--- config.mk ---
export PLATFORM = sky130hd
export DESIGN_NAME = ckc_i2c_regs
export DESIGN_NICKNAME = d
export VERILOG_FILES = /design/src/rtl/ckc_pkg.sv /design/src/rtl/ckc_line_sync.sv /design/src/rtl/ckc_reg_bank.sv /design/src/rtl/ckc_ctrl_fsm.sv /design/src/rtl/ckc_i2c_regs.sv
export SDC_FILE = /design/constraint.sdc
export NUM_CORES = 1
export LEC_CHECK = 0
export BUFFER_PORTS_ARGS = -buffer_cell sky130_fd_sc_hd__buf_2
export CELL_PAD_IN_SITES_DETAIL_PLACEMENT = 1
export CELL_PAD_IN_SITES_GLOBAL_PLACEMENT = 1
export CORE_MARGIN = 3
export CORE_UTILIZATION = 49
export DETAILED_ROUTE_END_ITERATION = 16
export GPL_TIMING_DRIVEN = 0
export MAX_ROUTING_LAYER = met4
export PLACE_DENSITY = 0.87
export SYNTH_ARGS = -nofsm -noshare
export SYNTH_HDL_FRONTEND = slang
export SYNTH_SLANG_ARGS = --single-unit
--- constraint.sdc ---
create_clock -name clk_i -period 5 [get_ports clk_i]
set_input_delay 0.75 -clock clk_i [delete_from_list [all_inputs] [get_ports clk_i]]
set_output_delay 0.75 -clock clk_i [all_outputs]
set_load 0.03 [all_outputs]
--- src/rtl/ckc_pkg.sv ---
`timescale 1ns/1ps
package ckc_pkg;

  typedef enum logic [2:0] {
    S_IDLE,
    S_RX,
    S_ACK,
    S_TX,
    S_MACK
  } ckc_state_e;

  function automatic logic [7:0] reg_default(input int idx);
    case (idx)
      1:       return 8'hFF;
      2:       return 8'h7F;
      3:       return 8'hFF;
      4:       return 8'h0F;
      5:       return 8'h13;
      default: return 8'h00;
    endcase
  endfunction

endpackage

--- src/rtl/ckc_line_sync.sv ---
`timescale 1ns/1ps
module ckc_line_sync #(
  parameter int SYNC_STAGES = 2
) (
  input  logic clk_i,
  input  logic rst_ni,
  input  logic scl_i,
  input  logic sda_i,
  output logic scl_o,
  output logic scl_rise_o,
  output logic scl_fall_o,
  output logic sda_o,
  output logic start_o,
  output logic stop_o
);

  localparam int Depth = SYNC_STAGES + 1;

  logic [Depth-1:0] scl_q, sda_q;

  always_ff @(posedge clk_i or negedge rst_ni) begin
    if (!rst_ni) begin
      scl_q <= '1;
      sda_q <= '1;
    end else begin
      scl_q <= {scl_q[Depth-2:0], scl_i};
      sda_q <= {sda_q[Depth-2:0], sda_i};
    end
  end

  logic scl_s, scl_p, sda_s, sda_p;
  assign scl_s = scl_q[Depth-2];
  assign scl_p = scl_q[Depth-1];
  assign sda_s = sda_q[Depth-2];
  assign sda_p = sda_q[Depth-1];

  assign scl_o      = scl_s;
  assign sda_o      = sda_s;
  assign scl_rise_o = scl_s & ~scl_p;
  assign scl_fall_o = ~scl_s & scl_p;
  assign start_o    = scl_s & scl_p & sda_p & ~sda_s;
  assign stop_o     = scl_s & scl_p & ~sda_p & sda_s;

endmodule

--- src/rtl/ckc_reg_bank.sv ---
`timescale 1ns/1ps
module ckc_reg_bank
  import ckc_pkg::*;
#(
  parameter int NUM_REGS = 7,
  localparam int PtrW    = $clog2(NUM_REGS + 1)
) (
  input  logic                  clk_i,
  input  logic                  rst_ni,
  input  logic                  wr_en_i,
  input  logic [PtrW-1:0]       wr_idx_i,
  input  logic [7:0]            wr_data_i,
  input  logic [PtrW-1:0]       rd_idx_i,
  output logic [7:0]            rd_data_o,
  output logic [NUM_REGS*8-1:0] regs_o
);

  logic [7:0] mem [NUM_REGS];

  for (genvar g = 0; g < NUM_REGS; g++) begin : g_reg
    always_ff @(posedge clk_i or negedge rst_ni) begin
      if (!rst_ni)                                    mem[g] <= reg_default(g);
      else if (wr_en_i && wr_idx_i == PtrW'(g))       mem[g] <= wr_data_i;
    end
    assign regs_o[g*8 +: 8] = mem[g];
  end

  always_comb begin
    rd_data_o = 8'hFF;
    for (int i = 0; i < NUM_REGS; i++)
      if (rd_idx_i == PtrW'(i)) rd_data_o = mem[i];
  end

  // the controller never strobes a write past the bank
  p_wr_in_range_r7: assert property (@(posedge clk_i) disable iff (!rst_ni)
    wr_en_i |-> wr_idx_i < PtrW'(NUM_REGS));

  // a strobed byte is visible in the addressed register one cycle later
  p_wr_lands_r6: assert property (@(posedge clk_i) disable iff (!rst_ni)
    wr_en_i |=> regs_o[$past(wr_idx_i)*8 +: 8] == $past(wr_data_i));

endmodule

--- src/rtl/ckc_ctrl_fsm.sv ---
`timescale 1ns/1ps
module ckc_ctrl_fsm
  import ckc_pkg::*;
#(
  parameter int         NUM_REGS  = 7,
  parameter logic [6:0] DEV_ADDR  = 7'h69,
  parameter int         HDR_BYTES = 2,
  localparam int        PtrW      = $clog2(NUM_REGS + 1),
  localparam int        HdrW      = $clog2(HDR_BYTES + 1)
) (
  input  logic            clk_i,
  input  logic            rst_ni,
  input  logic            scl_i,
  input  logic            scl_rise_i,
  input  logic            scl_fall_i,
  input  logic            sda_i,
  input  logic            start_i,
  input  logic            stop_i,
  output logic            wr_en_o,
  output logic [PtrW-1:0] ptr_o,
  output logic [7:0]      wr_data_o,
  input  logic [7:0]      rd_data_i,
  output logic            sda_oe_o
);

  ckc_state_e      state_q;
  logic [3:0]      bit_cnt_q;
  logic [7:0]      shreg_q;
  logic            is_addr_q, rd_mode_q, macked_q;
  logic [HdrW-1:0] hdr_cnt_q;
  logic [PtrW-1:0] ptr_q;

  logic byte_done, hdr_done, ptr_room;
  assign byte_done = (state_q == S_RX) && scl_fall_i && (bit_cnt_q == 4'd8);
  assign hdr_done  = (hdr_cnt_q == HdrW'(HDR_BYTES));
  assign ptr_room  = (ptr_q < PtrW'(NUM_REGS));

  assign wr_en_o   = byte_done && !is_addr_q && hdr_done && ptr_room;
  assign wr_data_o = shreg_q;
  assign ptr_o     = ptr_q;

  always_ff @(posedge clk_i or negedge rst_ni) begin
    if (!rst_ni) begin
      state_q   <= S_IDLE;
      bit_cnt_q <= '0;
      shreg_q   <= '0;
      is_addr_q <= 1'b0;
      rd_mode_q <= 1'b0;
      macked_q  <= 1'b0;
      hdr_cnt_q <= '0;
      ptr_q     <= '0;
      sda_oe_o  <= 1'b0;
    end else if (stop_i) begin
      state_q  <= S_IDLE;
      sda_oe_o <= 1'b0;
    end else if (start_i) begin
      state_q   <= S_RX;
      bit_cnt_q <= '0;
      is_addr_q <= 1'b1;
      rd_mode_q <= 1'b0;
      hdr_cnt_q <= '0;
      ptr_q     <= '0;
      sda_oe_o  <= 1'b0;
    end else begin
      unique case (state_q)
        S_RX: begin
          if (scl_rise_i) begin
            shreg_q   <= {shreg_q[6:0], sda_i};
            bit_cnt_q <= bit_cnt_q + 4'd1;
          end else if (byte_done) begin
            if (is_addr_q) begin
              if (shreg_q[7:1] == DEV_ADDR) begin
                rd_mode_q <= shreg_q[0];
                sda_oe_o  <= 1'b1;
                state_q   <= S_ACK;
              end else begin
                state_q <= S_IDLE;
              end
            end else begin
              sda_oe_o <= 1'b1;
              state_q  <= S_ACK;
              if (!hdr_done)     hdr_cnt_q <= hdr_cnt_q + HdrW'(1);
              else if (ptr_room) ptr_q     <= ptr_q + PtrW'(1);
            end
          end
        end
        S_ACK: begin
          if (scl_fall_i) begin
            is_addr_q <= 1'b0;
            bit_cnt_q <= '0;
            if (rd_mode_q) begin
              shreg_q  <= rd_data_i;
              sda_oe_o <= ~rd_data_i[7];
              if (ptr_room) ptr_q <= ptr_q + PtrW'(1);
              state_q  <= S_TX;
            end else begin
              sda_oe_o <= 1'b0;
              state_q  <= S_RX;
            end
          end
        end
        S_TX: begin
          if (scl_fall_i) begin
            if (bit_cnt_q == 4'd7) begin
              sda_oe_o <= 1'b0;
              state_q  <= S_MACK;
            end else begin
              shreg_q   <= {shreg_q[6:0], 1'b0};
              sda_oe_o  <= ~shreg_q[6];
              bit_cnt_q <= bit_cnt_q + 4'd1;
            end
          end
        end
        S_MACK: begin
          if (scl_rise_i) begin
            macked_q <= ~sda_i;
          end else if (scl_fall_i) begin
            if (macked_q) begin
              shreg_q   <= rd_data_i;
              sda_oe_o  <= ~rd_data_i[7];
              bit_cnt_q <= '0;
              if (ptr_room) ptr_q <= ptr_q + PtrW'(1);
              state_q   <= S_TX;
            end else begin
              state_q <= S_IDLE;
            end
          end
        end
        default: state_q <= S_IDLE;
      endcase
    end
  end

  p_idle_released_r3: assert property (@(posedge clk_i) disable iff (!rst_ni)
    state_q == S_IDLE |-> !sda_oe_o);

  p_stop_release_r12: assert property (@(posedge clk_i) disable iff (!rst_ni)
    stop_i |=> state_q == S_IDLE && !sda_oe_o);

  p_start_rearm_r11: assert property (@(posedge clk_i) disable iff (!rst_ni)
    start_i && !stop_i |=> state_q == S_RX && is_addr_q && ptr_q == '0);

  p_sda_steady_scl_high_r4: assert property (@(posedge clk_i) disable iff (!rst_ni)
    (scl_i && $past(scl_i) && !$past(start_i) && !$past(stop_i)) |-> $stable(sda_oe_o));

  p_mack_released_r10: assert property (@(posedge clk_i) disable iff (!rst_ni)
    state_q == S_MACK |-> !sda_oe_o);

endmodule

--- src/rtl/ckc_i2c_regs.sv ---
`timescale 1ns/1ps
module ckc_i2c_regs #(
  parameter int         NUM_REGS    = 7,
  parameter logic [6:0] DEV_ADDR    = 7'h69,
  parameter int         HDR_BYTES   = 2,
  parameter int         SYNC_STAGES = 2
) (
  input  logic                  clk_i,
  input  logic                  rst_ni,
  input  logic                  scl_i,
  input  logic                  sda_i,
  output logic                  sda_oe_o,
  output logic [NUM_REGS*8-1:0] regs_o
);

  localparam int PtrW = $clog2(NUM_REGS + 1);

  logic scl_s, scl_rise, scl_fall, sda_s, start_det, stop_det;
  logic wr_en;
  logic [PtrW-1:0] ptr;
  logic [7:0] wr_data, rd_data;

  ckc_line_sync #(.SYNC_STAGES(SYNC_STAGES)) i_sync (
    .clk_i, .rst_ni, .scl_i, .sda_i,
    .scl_o(scl_s), .scl_rise_o(scl_rise), .scl_fall_o(scl_fall),
    .sda_o(sda_s), .start_o(start_det), .stop_o(stop_det)
  );

  ckc_ctrl_fsm #(.NUM_REGS(NUM_REGS), .DEV_ADDR(DEV_ADDR), .HDR_BYTES(HDR_BYTES)) i_fsm (
    .clk_i, .rst_ni,
    .scl_i(scl_s), .scl_rise_i(scl_rise), .scl_fall_i(scl_fall), .sda_i(sda_s),
    .start_i(start_det), .stop_i(stop_det),
    .wr_en_o(wr_en), .ptr_o(ptr), .wr_data_o(wr_data), .rd_data_i(rd_data),
    .sda_oe_o
  );

  ckc_reg_bank #(.NUM_REGS(NUM_REGS)) i_bank (
    .clk_i, .rst_ni,
    .wr_en_i(wr_en), .wr_idx_i(ptr), .wr_data_i(wr_data),
    .rd_idx_i(ptr), .rd_data_o(rd_data), .regs_o
  );

endmodule

==> results of run 1 <==
per-layer routing:
metal / vias to the layer above / global-route usage [%] / routed length [um]
met2: 177 / 44.5 / 6500
met5: - / - / 0
met3: 40 / 6.06 / 896
met1: 1981 / 39.2 / 6170
li1: 1686 / - / -
met4: 0 / 9.71 / 399
cell usage in the layout (no fill, tap or decap), drive strengths merged, types with 3 or more instances in the layout:
cell type,n
ha,8
inv,18
nand3b,4
or3,3
clkbuf,29
and2,4
nor3b,3
a31oi,9
mux2,56
a21o,4
nand2b,9
nand2,28
nor2,26
a21oi,26
o21a,3
dfrtp,50
mux2i,3
nor3,7
and3,6
o22ai,22
a311oi,5
o21ai,12
o221ai,8
dfstp,36
clkinv,3
nor2b,5
nand3,10
buf,70
a211oi,3
bufinv,3
power by group through the flow:
stage / clock network, uW / logic [uW] / registers [uW]
2_1_floorplan: 0 / 494 / 806
5_1_grt: 640 / 850 / 816
3_3_place_gp: 0 / 692 / 812
3_5_place_dp: 0 / 739 / 817
4_1_cts: 611 / 766 / 805
6_report: 606 / 784 / 805
stage by stage:
stage	area [um2]	hold slack [ns]	instances	setup WS, ns	total power (uW)
floorplan	4470	0.345	422	2.53	1300
global placement	4910	0.346	590	2.01	1500
detailed placement	4940	0.347	591	1.95	1560
CTS	5180	0.300	607	1.85	2180
global route	5180	0.305	607	1.54	2310
finish	5180	0.297	607	1.78	2190
sequential cells by signal, indices dropped and copies added, names as in the netlist:
signal and cells:
i_bank.regs_o 56, i_fsm.wr_data_o 8, i_fsm.bit_cnt_q 4, i_fsm.ptr_o 3, i_fsm.state_q 3, i_sync.scl_q 3, i_sync.sda_q 3, i_fsm.hdr_cnt_q 2
i_fsm.is_addr_q 1, i_fsm.macked_q 1, i_fsm.rd_mode_q 1, i_fsm.sda_oe_o 1
final cells by class:
class,count,area (um2),share of cell area (%)
multi-input cells,290,2090,40.3
repair buffers,61,330,6.38
inverters,19,71.3,1.38
plain buffers,27,119,2.30
flip-flops and latches,86,2200,42.4
well taps,108,135,2.61
clock inverters,5,108,2.08
clock buffers,11,131,2.54
worst max-delay path, stage by stage (launching register included):
cell and delay [ns]:
dfrtp_1 0.43, clkinv_1 0.19, clkbuf_1 0.45, ha_1 0.31, clkbuf_1 0.46, inv_1 0.31
o22ai_1 0.28, o22ai_1 0.12, and2_0 0.21, o221ai_1 0.20, a31oi_1 0.13
cells by family (layout without fill, tap and decap cells):
family,Yosys count,count (layout),synth area share [%]
XOR/XNOR,3,3,0.587
AND/OR/NAND/NOR,114,114,13.5
buffers and inverters,46,123,4.25
AO/OA/AOI/OAI,106,106,15.6
multiplexers,59,59,14.8
flip-flops,86,86,49.1
adder cells (fa/ha/maj),8,8,2.24
final timing paths:
kind | start | to | slack (ns) | cells after the start
max reg2reg | i_fsm.ptr_o[2]$_DFFE_PN0P_ | i_fsm.wr_data_o[0]$_DFFE_PN0P_ | 1.78 | 10
max | i_fsm.ptr_o[2]$_DFFE_PN0P_ | i_fsm.wr_data_o[0]$_DFFE_PN0P_ | 1.78 | 10
max in group asynchronous | rst_ni | i_bank.regs_o[21]$_DFFE_PN1P_ | 4.03 | 2
min | rst_ni | i_bank.regs_o[23]$_DFFE_PN0P_ | 0.30 | 1
min in group clk_i | i_sync.sda_q[0]$_DFF_PN1_ | i_sync.sda_q[1]$_DFF_PN1_ | 0.36 | 0
min reg2reg | i_sync.sda_q[0]$_DFF_PN1_ | i_sync.sda_q[1]$_DFF_PN1_ | 0.36 | 0
==> flow_summary.json, run 1 <==
{
  "fin_skew_ns": 0.0128,
  "portBuffers": 60,
  "yosysTopAreaCellShare_pct": 28.0,
  "dieArea_mm2": 0.0103,
  "diodes": 0,
  "cts.path.max_buffers": 2,
  "wl_per_cell_um": 23.0,
  "hold_buffers": 0,
  "antenna_found_initial": 0,
  "p_comb_share_pct": 35.7,
  "cts_tree": "yes",
  "p_clk_share_pct": 27.6,
  "setup_viol": 0,
  "required_ns": 5.24,
  "fin_nets": 506,
  "crit_path_max_fanout": 10,
  "ios": 61,
  "final-hold-violation-count": 0,
  "route.vias.total": 3884,
  "synth_ff_type": "dfrtp_1",
  "grt_setup_unrepaired": "false",
  "syn_area_per_cell_um2": 10.6,
  "start_kind": "flop",
  "drive_above_1_share_pct": 36.7,
  "power_leakage_uw": 0.00246,
  "ctsResizeCount": 0,
  "cts_setup_buffers": 0,
  "status": "complete, no violations",
  "power_frac_seq_pct": 36.7,
  "crit_path_end_kind": "flop",
  "grt_pass1_vias": 4091,
  "yosysWarnings": 0,
  "p_sw_share_pct": 38.9,
  "fmax_mhz": 311,
  "h-tree-depth": 3,
  "yosys.area.top_type": "dfrtp_1",
  "slew_viol_final": 0,
  "design.core.area_mm2": 0.00881,
  "viasPerCell": 6.40,
  "ir_drop_uv": 193,
  "routabilityCongestion": 0.943,
  "grt_first_pass_wirelength_um": 22400,
  "worstPathArrival_ns": 3.45,
  "hold_path_class": "in -> async",
  "cts-buffers-inserted": 9,
  "grt_util_all_layers_pct": 29.3,
  "slew_headroom_pct": 29.2,
  "yosys_register_bits": 86,
  "dp_hpwl_um": 9720,
  "cts-root-buf": "clkbuf_8",
  "synth.cell_area_mm2": 0.00447,
  "netlist_instances": 422,
  "synth_area_leaders": "dfrtp_1 (28%), dfstp_2 (21%), mux2_2 (14%)",
  "power.internal_uw": 1340,
  "path_class": "reg -> reg",
  "rows": 34,
  "cts.reportedPaths.clkPinSlew_ns": 0.09,
  "p_per_area_mw_per_mm2": 424,
  "synthArstFlopShare_pct": 100,
  "synth_fp_nets": 434,
  "fillers": 1004,
  "overflow": 0,
  "worstMarginPinSlew_ns": 1.06,
  "p_switching_uw": 854,
  "fin_crit_sh_pct": 64.3,
  "fp.dieH_um": 102,
  "ys_types": 54,
  "drtIter0Drc": 308,
  "routed_wl_um": 14000,
  "drt-pass1-iter-count": 5,
  "yosysMostFrequentCell": "mux2_2",
  "layout_min_cycle_time_ns": 3.22,
  "clk_latency_ns": 0.36,
  "grt_max_degree": 63,
  "tns_ns": 0,
  "syn2layout_area_growth_pct": 15.7,
  "synthTopCellsByCount": "mux2_2 (56), dfrtp_1 (50), dfstp_2 (36)",
  "ys_seq_area_share_pct": 49.1,
  "synth_edf_count": 0,
  "initial_utilization_pct": 50.8,
  "drc": 0,
  "antenna_left": 0,
  "clock_sink_count": 86,
  "die_width_um": 102,
  "maxCapViolations": 0,
  "utilization_pct": 58.8
}
No activity file was read; power rests on OpenSTA's default activity.
==> run 2: changes to the inputs <==
--- a/config.mk
+++ b/config.mk
@@ -9,11 +9,11 @@
 export CELL_PAD_IN_SITES_DETAIL_PLACEMENT = 1
 export CELL_PAD_IN_SITES_GLOBAL_PLACEMENT = 1
 export CORE_MARGIN = 3
-export CORE_UTILIZATION = 49
+export CORE_UTILIZATION = 45
 export DETAILED_ROUTE_END_ITERATION = 16
 export GPL_TIMING_DRIVEN = 0
 export MAX_ROUTING_LAYER = met4
-export PLACE_DENSITY = 0.87
+export PLACE_DENSITY = 0.81
 export SYNTH_ARGS = -nofsm -noshare
 export SYNTH_HDL_FRONTEND = slang
 export SYNTH_SLANG_ARGS = --single-unit
==> constraint.sdc (replaced) <==
create_clock -name clk_i -period 3.3 [get_ports clk_i]
set_input_delay 0.495 -clock clk_i [delete_from_list [all_inputs] [get_ports clk_i]]
set_output_delay 0.495 -clock clk_i [all_outputs]
set_load 0.03 [all_outputs]
==> flow_summary.json, run 2 (synthesized netlist as in run 1, its figures left out) <==
{
  "p_comb_share_pct": 36.4,
  "cp_top_family": "simple AND/OR/NAND/NOR gates",
  "fmax_mhz": 329,
  "fin_nets": 506,
  "final_area_mm2": 0.00517,
  "worstMarginPinSlew_ns": 1.05,
  "die_width_um": 106,
  "slew_headroom_pct": 30.1,
  "drive_above_1_share_pct": 37.3,
  "path_common_cell": "buf_2",
  "portBuffers": 60,
  "grt_first_pass_wirelength_um": 22000,
  "design.core.area_mm2": 0.00946,
  "cts_tree": "yes",
  "initial_utilization_pct": 47.3,
  "rrSetupSlack_ns": 0.26,
  "worstPathArrival_ns": 3.31,
  "tns_ns": 0,
  "h-tree-depth": 3,
  "overflow": 0,
  "drt-pass1-iter-count": 5,
  "power_frac_seq_pct": 38.5,
  "cts-buffers-inserted": 9,
  "hold_path_class": "in -> async",
  "antenna_found_initial": 0,
  "layout_common_cells": "buf_2 (67), mux2_2 (56), dfrtp_1 (50)",
  "power_leakage_uw": 0.00246,
  "drc": 0,
  "status": "complete, no violations",
  "rr_startpoint": "i_sync.scl_q[2]$_DFF_PN1_",
  "start_kind": "flop",
  "drtIter0Drc": 246,
  "diodes": 0,
  "p_sw_share_pct": 40.7,
  "p_switching_uw": 1290,
  "setup_viol": 0,
  "rows": 35,
  "dp_hpwl_um": 9700,
  "ios": 61,
  "antenna_left": 0,
  "p_per_area_mw_per_mm2": 614,
  "layout_commonest_cell": "buf_2",
  "maxCapViolations": 0,
  "cts_setup_buffers": 0,
  "slew_viol_final": 0,
  "clk_latency_ns": 0.37,
  "rr_worst_depth": 9,
  "dieArea_mm2": 0.0112,
  "cts.path.max_buffers": 2,
  "grt_max_degree": 60,
  "clock_sink_count": 86,
  "cts-root-buf": "clkbuf_8",
  "grt_pass1_vias": 3960,
  "routed_wl_um": 13400,
  "crit_chain": "buf_2, nand2b_1, nor3_1, and2_1, and4bb_2, buf_2, and3_1, buf_2, mux2_2",
  "post_dp_cell_area_mm2": 0.00497,
  "path_class": "reg -> reg",
  "fin_skew_ns": 0.0152,
  "hold_ws_ns": 0.0458,
  "grt_util_all_layers_pct": 25.7,
  "r2r-end": "i_bank.regs_o[6]$_DFFE_PN0P_",
  "final-hold-violation-count": 0,
  "crit_path_max_fanout": 10,
  "p_clk_share_pct": 25.1,
  "fp.dieH_um": 106,
  "fin_crit_sh_pct": 92.2,
  "multi_input_area_mm2": 0.00209,
  "layout_min_cycle_time_ns": 3.04,
  "utilization_pct": 54.7,
  "power.internal_uw": 1880,
  "route.vias.total": 3761,
  "viasPerCell": 5.99,
  "cp-startpoint": "i_sync.scl_q[2]$_DFF_PN1_",
  "ir_drop_uv": 264,
  "syn2layout_area_growth_pct": 15.6,
  "critical_path_buf_inv_count": 3,
  "routabilityCongestion": 0.887,
  "fillers": 1091,
  "wl_per_cell_um": 21.3,
  "cts.reportedPaths.clkPinSlew_ns": 0.10,
  "grt_setup_unrepaired": "false",
  "required_ns": 3.57,
  "cp_slowest_stage_delay_ns": 0.54,
  "largest_reg_flops": 56,
  "crit_path_end_kind": "flop",
  "cp_slowest_cell": "nor3_1",
  "seqCellArea_mm2": 0.00220
}
==> run 2: repair_timing <==
item / CTS / global route
gates resized for setup: 0 / 2
setup endpoints to repair: 0 / 1
hold buffers: 0 / 0
==> run 2: per-stage QoR <==
stage	std cells	total power (uW)	setup WS (ns)
2_1_floorplan	422	1970	0.826
3_3_place_gp	611	2280	0.376
3_5_place_dp	612	2350	0.269
4_1_cts	628	3170	0.189
5_1_grt	628	3350	0.122
6_report	628	3170	0.257
==> run 2: layout make-up <==
type	count	area share, %
Sequential cell	86	42.5
Clock buffer	9	2.39
Clock inverter	7	1.57
Timing Repair Buffer	61	6.39
Multi-Input combinational cell	290	40.3
Buffer	27	2.32
Tap cell	129	3.12
Inverter	19	1.38
==> run 2: worst reg2reg max path, delay by kind of cell (launching register included) <==
| kind | cells | cell delay, ns |
|---|---|---|
| buf+inv | 3 | 0.62 |
| flops | 1 | 0.52 |
| mux | 1 | 0.37 |
| simple gates | 5 | 1.44 |
==> run 2: worst max-delay path by stage <==
stage / cells after the start / endpoint / slack, ns
3_3_place_gp: 9 / i_bank.regs_o[49]$_DFFE_PN0P_ / 0.38
6_report: 9 / i_bank.regs_o[6]$_DFFE_PN0P_ / 0.26
3_5_place_dp: 10 / i_fsm.wr_data_o[0]$_DFFE_PN0P_ / 0.27
5_1_grt: 9 / i_bank.regs_o[55]$_DFFE_PN0P_ / 0.12
4_1_cts: 10 / i_fsm.wr_data_o[0]$_DFFE_PN0P_ / 0.19
2_1_floorplan: 9 / i_bank.regs_o[48]$_DFFE_PN0P_ / 0.83
==> run 2: power by group through the flow <==
stage / clock network [uW] / registers (uW) / logic [uW]
2_1_floorplan: 0 / 1220 / 749
3_3_place_gp: 0 / 1230 / 1050
3_5_place_dp: 0 / 1240 / 1110
4_1_cts: 807 / 1220 / 1140
5_1_grt: 854 / 1240 / 1260
6_report: 796 / 1220 / 1160
==> run 2: layer usage <==
layer  up-vias  wire length [um]  global-route usage, %
met5         -                 0                      -
met4         0               299                   8.42
met3        25               566                   3.49
met2       112              6390                   40.6
met1      1929              6120                   34.6
li1       1695                 -                      -
